$ cat config.mk
export PLATFORM = sky130hd
export DESIGN_NAME = psram_ctrl
export DESIGN_NICKNAME = d
export VERILOG_FILES = /design/src/rtl/psram_pkg.sv /design/src/rtl/psram_timer.sv /design/src/rtl/psram_ce_guard.sv /design/src/rtl/psram_ctrl.sv
export SDC_FILE = /design/constraint.sdc
export NUM_CORES = 1
export LEC_CHECK = 0
export BUFFER_PORTS_ARGS = -buffer_cell sky130_fd_sc_hd__buf_2
export CORE_ASPECT_RATIO = 1.2
export CORE_MARGIN = 10
export CORE_UTILIZATION = 50
export CTS_CLUSTER_SIZE = 20
export DETAILED_ROUTE_END_ITERATION = 10
export PLACE_DENSITY = 0.78
export SKIP_LAST_GASP = 1
export SLEW_MARGIN = 10
export SYNTH_ARGS = -nofsm -noshare
export SYNTH_HDL_FRONTEND = slang
export SYNTH_SLANG_ARGS = --single-unit
$ cat constraint.sdc
create_clock -name clk -period 2.9 [get_ports clk]
set_input_delay 0 -clock clk [delete_from_list [all_inputs] [get_ports clk]]
set_output_delay 0 -clock clk [all_outputs]
set_load 0.02 [all_outputs]
$ cat src/rtl/psram_pkg.sv
// Shared types and the nanosecond-to-cycle conversion for the PSRAM controller.
// Assumes all timing inputs are positive integers in nanoseconds.
package psram_pkg;

    typedef enum logic [2:0] {
        ST_PWRUP,   // power-up hold-off, chip deselected
        ST_IDLE,    // deselected, waiting for a request
        ST_READ,    // access running, CE and OE low
        ST_HOLD,    // chip left selected after a read (page open)
        ST_GAP,     // turnaround deselect before a write
        ST_WRITE,   // WE pulse
        ST_RECOV,   // deselect after a write
        ST_REST     // forced deselect after the enable ceiling
    } pc_state_t;

    // Round a time in ns up to whole clock cycles, never below one.
    function automatic int cyc_of(input int ns, input int clk_ps);
        int c;
        c = (ns * 1000 + clk_ps - 1) / clk_ps;
        return (c < 1) ? 1 : c;
    endfunction

endpackage

$ cat src/rtl/psram_timer.sv
// Down-counter that times each controller state.
// Loaded with N-1 on state entry; zero is high in the Nth cycle.
// Assumes load values fit in W bits.
module psram_timer #(
    parameter int W       = 15,
    parameter int RST_VAL = 1
) (
    input  logic         clk,
    input  logic         rst_n,
    input  logic         load,
    input  logic [W-1:0] load_val,
    output logic         zero
);
    logic [W-1:0] cnt;

    // Count down toward zero, reload on request, preset during reset.
    always_ff @(posedge clk) begin
        if (!rst_n)          cnt <= W'(RST_VAL);
        else if (load)       cnt <= load_val;
        else if (cnt != '0)  cnt <= cnt - 1'b1;
    end

    assign zero = (cnt == '0);
endmodule

$ cat src/rtl/psram_ce_guard.sv
// Measures how long chip enable has been continuously active.
// budget_ok drops once the run reaches LIMIT.
// Assumes LIMIT leaves room for one full access below the ceiling.
module psram_ce_guard #(
    parameter int W     = 11,
    parameter int LIMIT = 1500
) (
    input  logic clk,
    input  logic rst_n,
    input  logic ce_active,
    output logic budget_ok
);
    logic [W-1:0] run;

    // Count active cycles, clear on any deselected cycle, saturate at the top.
    always_ff @(posedge clk) begin
        if (!rst_n || !ce_active) run <= '0;
        else if (run != '1)       run <= run + 1'b1;
    end

    assign budget_ok = (run < W'(LIMIT));
endmodule

$ cat src/rtl/psram_ctrl.sv
// Host-to-PSRAM access sequencer: power-up wait, random read/write,
// in-page reads with the chip held selected, enable-time ceiling.
// Assumes a 16-bit memory with two byte lanes and PAGE_WORDS of 4, 8 or 16.
module psram_ctrl
    import psram_pkg::*;
#(
    parameter int CLK_PS     = 5000,
    parameter int AW         = 20,
    parameter int DW         = 16,
    parameter int PAGE_WORDS = 16
) (
    input  logic          clk,
    input  logic          rst_n,
    input  logic          req,
    input  logic          req_we,
    input  logic [AW-1:0] req_addr,
    input  logic [DW-1:0] req_wdata,
    input  logic [1:0]    req_be,
    output logic          ready,
    output logic [DW-1:0] rd_data,
    output logic          rd_valid,
    output logic [AW-1:0] mem_addr,
    output logic          mem_ce_n,
    output logic          mem_ce2,
    output logic          mem_we_n,
    output logic          mem_oe_n,
    output logic          mem_ub_n,
    output logic          mem_lb_n,
    output logic [DW-1:0] mem_dq_out,
    output logic          mem_dq_oe,
    input  logic [DW-1:0] mem_dq_in
);
    localparam int T_RC  = cyc_of(70, CLK_PS);
    localparam int T_PC  = cyc_of(25, CLK_PS);
    localparam int T_WC  = cyc_of(70, CLK_PS);
    localparam int T_WP  = cyc_of(45, CLK_PS);
    localparam int T_WE  = (T_WC > T_WP) ? T_WC : T_WP;
    localparam int T_HZ  = cyc_of(8, CLK_PS);
    localparam int T_CPH = cyc_of(5, CLK_PS);
    localparam int T_PU  = cyc_of(150000, CLK_PS);
    localparam int T_CEM = cyc_of(8000, CLK_PS);
    localparam int PB    = $clog2(PAGE_WORDS);
    localparam int TW    = $clog2(T_PU + 1);
    localparam int GW    = $clog2(T_CEM + 1);
    localparam int CE_BUDGET = T_CEM - T_RC - 4;

    pc_state_t     st, st_nxt;
    logic          tmr_load, tmr_zero, budget_ok, accept, same_page;
    logic          ce_active, oe_active;
    logic [TW-1:0] tmr_val;
    logic [1:0]    be_q;

    psram_timer #(.W(TW), .RST_VAL(T_PU - 1)) u_tmr (
        .clk(clk), .rst_n(rst_n), .load(tmr_load),
        .load_val(tmr_val), .zero(tmr_zero)
    );

    psram_ce_guard #(.W(GW), .LIMIT(CE_BUDGET)) u_guard (
        .clk(clk), .rst_n(rst_n), .ce_active(ce_active), .budget_ok(budget_ok)
    );

    assign ready     = (st == ST_IDLE) || (st == ST_HOLD && budget_ok);
    assign accept    = req && ready;
    assign same_page = (req_addr[AW-1:PB] == mem_addr[AW-1:PB]);

    // Next-state selection and timer reload for the entered state.
    always_comb begin
        st_nxt   = st;
        tmr_load = 1'b0;
        tmr_val  = '0;
        case (st)
            ST_PWRUP: if (tmr_zero) st_nxt = ST_IDLE;
            ST_IDLE: if (accept) begin
                tmr_load = 1'b1;
                if (req_we) begin st_nxt = ST_WRITE; tmr_val = TW'(T_WE - 1); end
                else        begin st_nxt = ST_READ;  tmr_val = TW'(T_RC - 1); end
            end
            ST_READ: if (tmr_zero) st_nxt = ST_HOLD;
            ST_HOLD: begin
                if (!budget_ok) begin
                    st_nxt = ST_REST; tmr_load = 1'b1; tmr_val = TW'(T_RC - 1);
                end else if (accept) begin
                    tmr_load = 1'b1;
                    if (req_we)         begin st_nxt = ST_GAP;  tmr_val = TW'(T_HZ - 1); end
                    else if (same_page) begin st_nxt = ST_READ; tmr_val = TW'(T_PC - 1); end
                    else                begin st_nxt = ST_READ; tmr_val = TW'(T_RC - 1); end
                end
            end
            ST_GAP: if (tmr_zero) begin
                st_nxt = ST_WRITE; tmr_load = 1'b1; tmr_val = TW'(T_WE - 1);
            end
            ST_WRITE: if (tmr_zero) begin
                st_nxt = ST_RECOV; tmr_load = 1'b1; tmr_val = TW'(T_CPH - 1);
            end
            ST_RECOV, ST_REST: if (tmr_zero) st_nxt = ST_IDLE;
            default: st_nxt = ST_IDLE;
        endcase
    end

    // State register.
    always_ff @(posedge clk) begin
        if (!rst_n) st <= ST_PWRUP;
        else        st <= st_nxt;
    end

    // Latch the accepted request's address, data and lanes.
    always_ff @(posedge clk) begin
        if (!rst_n) begin
            mem_addr   <= '0;
            mem_dq_out <= '0;
            be_q       <= '0;
        end else if (accept) begin
            mem_addr   <= req_addr;
            mem_dq_out <= req_wdata;
            be_q       <= req_be;
        end
    end

    // Capture read data as the access count runs out.
    always_ff @(posedge clk) begin
        if (!rst_n) begin
            rd_valid <= 1'b0;
            rd_data  <= '0;
        end else begin
            rd_valid <= (st == ST_READ) && tmr_zero;
            if ((st == ST_READ) && tmr_zero) rd_data <= mem_dq_in;
        end
    end

    assign ce_active = (st == ST_READ) || (st == ST_HOLD) || (st == ST_WRITE);
    assign oe_active = (st == ST_READ) || (st == ST_HOLD);
    assign mem_ce_n  = !ce_active;
    assign mem_ce2   = ce_active;
    assign mem_oe_n  = !oe_active;
    assign mem_we_n  = (st != ST_WRITE);
    assign mem_dq_oe = (st == ST_WRITE);
    assign mem_lb_n  = !(oe_active || (st == ST_WRITE && be_q[0]));
    assign mem_ub_n  = !(oe_active || (st == ST_WRITE && be_q[1]));
endmodule

==> qor.yml, run 1 <==
htree_levels: 3
cts_root_buf: "clkbuf_8"
gr-usage-all-layers_pct: 18.9
vias: 3764
drc_errors: 0
synthXorXnorAreaFrac_pct: 7.70
yosysWarnings: 0
wl_met3_um: 852
clockBufferDepth: 2
async_flop_share_pct: 0
fp.dieH_um: 113
synthFlopType: "dfxtp_1"
routedWlPerCell_um: 15.6
tns_ns: 0
die_x_um: 97.9
leakage_nw: 2.09
cpMaxStageDelayCell: "nor3_4"
status: "finished clean"
cts_resized: 0
ys_seq_area_share_pct: 46.2
place_congestion: 0.827
arrival_ns: 2.68
antenna_found_initial: 2
hp-start: "req"
worst_pin_slew_ns: 0.919
synth-compound-area-share_pct: 15.9
io_pins: 119
clkTransAtPathRegs_ns: 0.09
highest_layer: "met4"
syn-instance-count: 446
slowest_delay_ns: 0.54
synth_nets: 506
slew_violations: 0
rsz0062_at_grt: "false"
max_clock_freq_mhz: 415
die-area_sq_um: 11100
antenna_left: 0
maxCapViolations: 0
synth_area_sq_um: 3640
fin_skew_ns: 0.0113
hold_depth: 3
startpoint_type: "flip-flop"
max-slew-margin-rel_pct: 38.6
r2r_start: "u_tmr.cnt[0]"
first_pass_iters: 5
timing.rr.end: "rd_data[3]"
path_cells: "inv_1 -> ha_1 -> or3b_1 -> nand4b_2 -> nor3_4 -> nand2_1 -> a21oi_1"
post-dp-hpwl_mm: 7.15
max-vdd-ir-drop_mv: 0.362
fin_nets: 673
met1_length_mm: 4.17
end_kind: "flip-flop"
routed_wl_mm: 11.1
hold_path_class: "in2reg"
ff2ff_setup_slack_ns: 0.49
grt_pass1_vias: 3785
synth-simple-area-share_pct: 25.4
synth_top_family_by_area: "simple AND/OR/NAND/NOR gates"
worstSkewPairLatency_ns: 0.36
ys_ff_latch: 84
crit_type: "reg2reg"
hold_violations: 0
route.met2.wl_mm: 5.64
worstPathMaxFanout: 16
yosysUniqueCellTypes: 53
synth_fa_ha_area_share_pct: 0.688
tritoncts: "done"
grt_max_degree: 56
worst-r2r-cell-count: 7
numCtsBuffers: 9
whs_endpoint: "st[2]"
setup_viol: 0
portBuffers: 118
core_sq_um: 7190
fin_crit_ns: 2.41
rows: 34
grt_pass1_wl_mm: 17.7
stdcell_count: 710
synth_edf_count: 0
grt_overflow_total: 0
start_util_pct: 50.6
muxShareOfSynthArea_pct: 0.550
avgSynthCellArea_sq_um: 8.16
routed_via_density: 5.30
place_inst: 637
finalCritPeriodShare_pct: 83.1
clkSinkCount: 84
cp.required_ns: 3.17
drive_above_1_share_pct: 25.1
drt_iter0_markers: 179
power.density_nw_per_um2: 430
area_delta_synth_final_pct: 37.7
## per-stage QoR
step	instance area (sq um)	hold WS (ns)	setup slack [ns]	power (W)	util (%)
2_1_floorplan	3640	0.136	0.839	0.00122	-
3_3_place_gp	4260	0.240	0.628	0.00127	59.2
3_5_place_dp	4260	0.246	0.518	0.00127	59.2
4_1_cts	5010	0.0736	0.500	0.00216	69.7
5_1_grt	5010	0.122	0.302	0.00222	69.7
6_report	5010	0.0829	0.491	0.00215	69.7
## final cells by class
type	instances	area (sq um)
flip-flops and latches	84	1680
clock buffers	9	124
clock inverters	7	75.1
inverters	7	26.3
well taps	90	113
fillers	535	2180
repair buffers	175	1160
multi-input cells	336	1830
diodes	2	5.00
## report_power, final
part / switching (W) / internal (W)
logic: 0.0000589 / 0.0000885
registers: 0.00000416 / 0.00116
clock network: 0.000444 / 0.000403
## metal layers
| metal | global-route usage [%] | vias up |
|---|---|---|
| met2 | 32.8 | 168 |
| met3 | 6.47 | 37 |
| met4 | 10.4 | 0 |
| met5 | 0 | - |
| met1 | 19.5 | 1710 |
| li1 | - | 1849 |
## worst max-delay path, delay by kind of cell (launching register included)
kind,cells,cell delay (ns)
AND/OR/NAND/NOR,4,1.53
flip-flops,1,0.35
adder cells (fa/ha/maj),1,0.18
AO/OA/AOI/OAI,1,0.18
buffers and inverters,1,0.09
## flip-flops by register name (all words and copies together) (netlist names)
| signal | count |
|---|---|
| u_tmr.cnt | 15 |
| mem_dq_out | 16 |
| st | 3 |
| u_guard.run | 11 |
| rd_valid | 1 |
| be_q | 2 |
| rd_data | 16 |
| mem_addr | 20 |
## worst max path at each step
| stage | cells after the start | start | slack (ns) | to |
|---|---|---|---|---|
| 6_report | 7 | u_tmr.cnt[0] | 0.49 | rd_data[3] |
| 5_1_grt | 7 | u_tmr.cnt[0] | 0.30 | rd_data[8] |
| 4_1_cts | 7 | u_tmr.cnt[0] | 0.50 | rd_data[14] |
| 3_5_place_dp | 7 | u_tmr.cnt[0] | 0.52 | rd_data[14] |
| 3_3_place_gp | 7 | u_tmr.cnt[0] | 0.63 | rd_data[15] |
| 2_1_floorplan | 9 | u_tmr.cnt[0] | 0.84 | rd_data[10] |
## placed cells by master (no fill, tap or decap), types with 2 or more instances in the layout
cell           instances
diode_2                2
or3_1                  2
dlygate4sd3_1         55
nor2_2                 2
nand4_1                5
clkbuf_8               9
nor4_1                 9
inv_1                  6
mux2i_1                2
buf_2                118
ha_1                   2
o21ai_0               14
o31ai_1                2
nor3_1                 8
xnor2_1                6
nor2_1                22
nand3_1                5
nand2b_1               5
clkinv_4               3
clkinv_2               2
nand2_1              123
dfxtp_1               84
a21oi_1               66
nor2b_1                3
a31oi_1                4
and3_1                 2
buf_4                  2
xor2_1                26
o21ai_2                3
## Yosys cell counts (2+ instances only)
cell type,instances,area share (%)
a21oi_1,66,9.1
a31oi_1,4,0.69
and3_1,2,0.34
buf_2,3,0.41
buf_4,4,0.83
clkbuf_1,10,1.0
dfxtp_1,84,46
ha_1,2,0.69
inv_1,6,0.62
mux2i_1,2,0.55
nand2_1,123,13
nand2b_1,5,0.86
nand3_1,5,0.69
nand4_1,5,0.86
nor2_1,23,2.4
nor2b_1,3,0.52
nor3_1,8,1.1
nor4_1,9,1.5
o21ai_0,14,1.9
o21ai_2,3,0.72
o31ai_1,2,0.41
or3_1,2,0.34
xnor2_1,6,1.4
xor2_1,26,6.3
## cell families (layout without fill, tap and decap cells)
logic type                 Yosys count  in the layout
and+or+nand+nor                    199            199
AOI/OAI and AO/OA                  101            101
DFF                                 84             84
xor gates and xnor gates            32             32
buffers and inverters               26            198
adders and majority gates            2              2
muxes                                2              2
other                                0              2
## what timing repair did
action,in CTS,in global routing
setup endpoints to repair,0,0
hold endpoints to repair,61,0
setup buffers,0,0
hold buffers,55,0
Note: power is estimated with default switching activity, not from simulation.
==> run 2: changes to the inputs <==
ABC_AREA = 1   (was default)
CORE_UTILIZATION = 47   (was 50)
PLACE_DENSITY = 0.76   (was 0.78)
clock period = 2 ns   (was 2.9 ns; I/O delays follow)
==> run 2 against run 1 <==
- worst hold slack gained 0.041 ns
- sequential share of layout area shrank 3.1 points
- worst setup slack lost 0.38 ns
- die area grew 13%
- synthesized cell count grew 23%
- first-iteration DRC count grew 39%
- clock power grew 62%
- combinational power grew to 4.6 times the previous value
- critical path type unchanged
==> qor.yml, run 2 <==
status: "finished clean"
die-area_sq_um: 12600
most-common-layout-cells: "133 x nor2_1, 118 x buf_2, 84 x dfxtp_1"
tns_ns: 0
end_kind: "flip-flop"
hold_violations: 0
yosysMostFrequentCell: "nor2_1"
startpoint_type: "flip-flop"
post-synth-top-area-cell: "dfxtp_1"
synth_nets: 608
slowest_delay_ns: 0.32
area_delta_synth_final_pct: 38.5
leakage_nw: 2.56
worstSkewPairLatency_ns: 0.38
rows: 36
worstPathMaxFanout: 17
first_pass_iters: 5
htree_levels: 3
yosysUniqueCellTypes: 38
routedWlPerCell_um: 14.5
setup_viol: 0
multiInputGateArea_sq_um: 2020
path_delay_family: "simple AND/OR/NAND/NOR gates"
io_pins: 119
numCtsBuffers: 9
ys_seq_area_share_pct: 42.2
cp.required_ns: 2.25
synthFlopType: "dfxtp_1"
grt_max_degree: 51
finalCritPeriodShare_pct: 94.4
synth_area_sq_um: 3990
cpMaxStageDelayCell: "dfxtp_1"
fp.dieH_um: 121
max_clock_freq_mhz: 530
grt_overflow_total: 0
place_congestion: 0.926
synthTopCellsByCount: "146 x nor2_1, 84 x dfxtp_1, 67 x nand2_1, 63 x inv_1, 48 x o21ai_0"
grt_pass1_wl_mm: 19.6
fin_nets: 780
gr-usage-all-layers_pct: 18.7
yosysTopAreaCellShare_pct: 42.2
routed_via_density: 4.97
largest_reg_flops: 20
register_area_sq_um: 1680
clkSinkCount: 84
drt_iter0_markers: 248
core_sq_um: 8200
post-dp-hpwl_mm: 8.05
worst-path-buf-inv: 2
top_register: "mem_addr"
final_common_cell: "nor2_1"
routed_wl_mm: 12.2
fin_skew_ns: 0.0119
antenna_found_initial: 1
yosys-top-cells-area: "dfxtp_1 42%, nor2_1 14%, nand2_1 6.3%"
async_flop_share_pct: 0
max-slew-margin-rel_pct: 53.9
crit_type: "reg2reg"
hold_slack_ns: 0.124
max-vdd-ir-drop_mv: 0.549
fin_crit_ns: 1.89
top_regs: "mem_addr: 20 flops, mem_dq_out: 16 flops, rd_data: 16 flops"
maxCapViolations: 0
grt_pass1_vias: 4140
slew_violations: 0
clkTransAtPathRegs_ns: 0.09
antenna_left: 0
fillerInstances: 676
die_x_um: 104
worst_pin_slew_ns: 0.688
yosysWarnings: 0
arrival_ns: 2.14
finish.utilization_pct: 67.3
portBuffers: 118
tritoncts: "done"
synth_edf_count: 0
power.density_nw_per_um2: 699
ys_ff_latch: 84
hold_path_class: "in2reg"
clockBufferDepth: 2
avgSynthCellArea_sq_um: 7.27
vias: 4172
drc_errors: 0
cts_root_buf: "clkbuf_8"
drive_above_1_share_pct: 27.2
start_util_pct: 48.6
path_cells: "inv_1 -> ha_1 -> nand3_2 -> nor3_4 -> nand2_2 -> clkinv_2 -> nand2_8 -> nor2_2 -> a211oi_2"
syn-instance-count: 548
==> run 2: cell families (layout without fill, tap and decap cells) <==
| logic type | after synthesis | in the layout | share of synthesized area [%] |
|---|---|---|---|
| DFF | 84 | 84 | 42.2 |
| other | 0 | 1 | 0 |
| and+or+nand+nor | 268 | 269 | 29.2 |
| AOI/OAI and AO/OA | 85 | 85 | 14.3 |
| xor gates and xnor gates | 22 | 22 | 4.83 |
| buffers and inverters | 87 | 263 | 8.91 |
| adders and majority gates | 2 | 2 | 0.628 |
==> run 2: path summary, 6_finish.rpt <==
check,from,endpoint,slack (ns),depth (start not counted)
max,u_tmr.cnt[0],rd_data[9],0.11,9
min,req_we,st[2],0.12,5
max reg2reg,u_tmr.cnt[0],rd_data[9],0.11,9
min reg2reg,rd_data[6],rd_data[6],0.47,2
==> run 2: per-stage QoR <==
step	setup slack, ns	total power, W	cells	area [sq um]
after floorplan	0.314	0.00221	548	3990
after global placement	0.177	0.00241	766	4670
after detailed placement	0.0553	0.00242	766	4670
after CTS	0.0429	0.00387	836	5430
after global routing	-0.0795	0.00403	840	5520
final	0.113	0.00386	840	5520
==> run 2: cell type report <==
cell class | count | share of cell area [%]
antenna | 1 | 0.0453
clock buffer | 9 | 2.24
clock inverter | 7 | 1.79
inverter | 70 | 4.87
multi-input combinational | 378 | 36.6
sequential | 84 | 30.5
tap | 114 | 2.58
timing repair buffer | 177 | 21.4
==> run 2: routing by layer <==
metal	global-route usage (%)	up-vias	wire length, um
met2	35.4	117	6620
met5	0	-	0
li1	-	2081	-
met4	10.8	0	459
met3	4.41	31	602
met1	18.3	1943	4530
==> run 2: power breakdown <==
group / internal [W] / leakage [nW] / total [W] / switching [W]
Sequential: 0.00175 / 0.680 / 0.00182 / 0.0000619
Clock: 0.000711 / 0.110 / 0.00137 / 0.000656
Combinational: 0.000281 / 1.77 / 0.000673 / 0.000392
Total: 0.00275 / 2.56 / 0.00386 / 0.00111
==> run 2: worst min-delay path: cells and delay by family <==
kind            cells  cell delay [ns]
compound gates      2             0.22
simple gates        2             0.13
buf+inv             1             0.11
==> run 2: repair_timing <==
item | CTS | global route
setup buffers | 0 | 2
resized for setup | 0 | 19
hold buffers | 54 | 0
endpoints found under the hold margin | 54 | 0
endpoints found under the setup margin | 0 | 26
==> run 3: changes to the inputs <==
ABC_AREA = default   (was 1)
CORE_UTILIZATION = 45   (was 47)
PLACE_DENSITY = 0.74   (was 0.76)
==> run 3 against run 2 <==
- power down 14%
- core utilization up 2.4 points
- final cell count is 11% lower
- worst hold slack got worse by 0.043 ns
- largest power group unchanged
- cell area shrank 1.6%
- highest routed layer unchanged
- clock power hardly changed
- count of clock-buffer cells in the layout increased by 1
- register-to-register slack lost 0.08 ns
- via count shrank 6.4%
- critical path depth is the same
- clock skew hardly changed
==> qor.yml, run 3 (synthesized netlist as in run 1, its figures left out) <==
setup_viol: 0
hold_violations: 0
register_area_sq_um: 1690
stdcell_count: 747
rsz0062_at_grt: "true"
end_kind: "flip-flop"
die-area_sq_um: 12100
max-vdd-ir-drop_mv: 0.624
clockBufferDepth: 2
area_delta_synth_final_pct: 49.3
gr-usage-all-layers_pct: 18.9
multiInputGateArea_sq_um: 1910
cts_root_buf: "clkbuf_8"
htree_levels: 3
place_inst: 660
p_sw_share_pct: 22.6
core_sq_um: 7790
routedWlPerCell_um: 15.8
grt_pass1_vias: 3915
worstSkewPairLatency_ns: 0.36
internal_power_w: 0.00257
power.density_nw_per_um2: 610
routed_via_density: 5.23
antenna_left: 0
finalCritPeriodShare_pct: 98.2
clkSinkCount: 84
io_pins: 119
grt_overflow_total: 0
grt_max_degree: 39
slew_violations: 0
antenna_found_initial: 6
crit_type: "reg2reg"
tritoncts: "done"
routed_wl_mm: 11.8
top_regs: "mem_addr: 20 flops, mem_dq_out: 16 flops, rd_data: 16 flops"
most-common-layout-cells: "123 x nand2_1, 118 x buf_2, 82 x dfxtp_1"
drt_iter0_markers: 223
rows: 35
hold_path_class: "in2reg"
max_clock_freq_mhz: 509
fillerInstances: 594
worstPathMaxFanout: 16
fin_crit_ns: 1.96
arrival_ns: 2.24
start_util_pct: 46.7
place_congestion: 0.844
cp.required_ns: 2.28
largest_reg_flops: 20
portBuffers: 118
worst-r2r-cell-count: 9
worst_pin_slew_ns: 0.446
final_common_cell: "nand2_1"
hold_slack_ns: 0.0804
fin_nets: 704
top_register: "mem_addr"
max-slew-margin-rel_pct: 70.2
first_pass_iters: 4
vias: 3907
grt_pass1_wl_mm: 18.5
maxCapViolations: 0
status: "finished clean"
p_seq_share_pct: 50.8
drive_above_1_share_pct: 30.2
p_switching_w: 0.000749
combPwrFrac_pct: 7.0
clkTransAtPathRegs_ns: 0.09
post-dp-hpwl_mm: 7.58
fp.dieH_um: 119
leakage_nw: 2.30
power.share.clock_pct: 42.3
startpoint_type: "flip-flop"
fin_skew_ns: 0.0122
numCtsBuffers: 9
drc_errors: 0
hold_depth: 3
die_x_um: 102
[run 3: cell types whose count changed in the layout (fill, tap and decap cells not counted), sizes merged, moves of 5 or more]
| cell | change |
|---|---|
| a211oi | -15 |
| a21oi | +53 |
| buf | +28 |
| diode | +5 |
| inv | -62 |
| nand2 | +47 |
| nand2b | +5 |
| nand3 | -15 |
| nor2 | -125 |
| nor4 | +8 |
| o21ai | -32 |
| xor2 | +9 |
[run 3: per-layer routing]
layer	vias up	global-route usage [%]	routed length [um]
li1	1920	-	-
met1	1812	18.8	4380
met2	136	33.1	6140
met3	39	5.54	776
met4	0	11.9	511
met5	-	0	0
[run 3: layout make-up]
cell class | instances | share of cell area (%)
Tap cell | 92 | 2.12
Inverter | 7 | 0.530
Clock inverter | 6 | 1.73
Timing Repair Buffer | 206 | 26.6
Multi-Input combinational cell | 336 | 35.1
Antenna cell | 6 | 0.276
Clock buffer | 10 | 2.53
Sequential cell | 84 | 31.0
[run 3: power groups by stage]
stage	logic (W)	clock network [W]	registers, W
2_1_floorplan	0.0000504	0	0.00172
3_3_place_gp	0.000123	0	0.00172
3_5_place_dp	0.000126	0	0.00172
4_1_cts	0.000210	0.00142	0.00168
5_1_grt	0.000250	0.00150	0.00168
6_report	0.000231	0.00140	0.00168
[run 3: timing repair]
action / 4_1_cts / 5_1_grt
endpoints found under the hold margin: 61 / 0
hold buffers: 55 / 0
pin swaps: 1 / 8
buffers inserted: 3 / 7
setup endpoints to repair: 27 / 24
resized for setup: 2 / 13
[run 3: path summary, 6_finish.rpt]
check | startpoint | slack, ns | end
worst max-delay path | u_tmr.cnt[0] | 0.04 | rd_data[6]
worst min-delay path | req_we | 0.08 | st[2]
worst max register to register | u_tmr.cnt[0] | 0.04 | rd_data[6]
worst min register to register | rd_data[13] | 0.46 | rd_data[13]
[run 3: critical path: stages, from the launching register on]
cell	delay [ns]
dfxtp_4	0.37
inv_4	0.06
ha_4	0.12
or3b_4	0.40
nand4b_4	0.22
buf_12	0.17
nor3_4	0.14
buf_12	0.16
nand2_1	0.06
a21oi_1	0.18
[run 3: through the flow]
step	setup slack, ns	total power (W)	instance area [sq um]	utilization [%]	setup TNS, ns
6_report	0.0351	0.00331	5430	69.7	0
5_1_grt	-0.0633	0.00343	5430	69.7	-0.494
4_1_cts	0.00527	0.00331	5310	68.1	0
3_5_place_dp	-0.172	0.00185	4480	57.5	-2.78
3_3_place_gp	-0.0917	0.00184	4480	57.5	-1.40
2_1_floorplan	0.00879	0.00177	3670	-	0
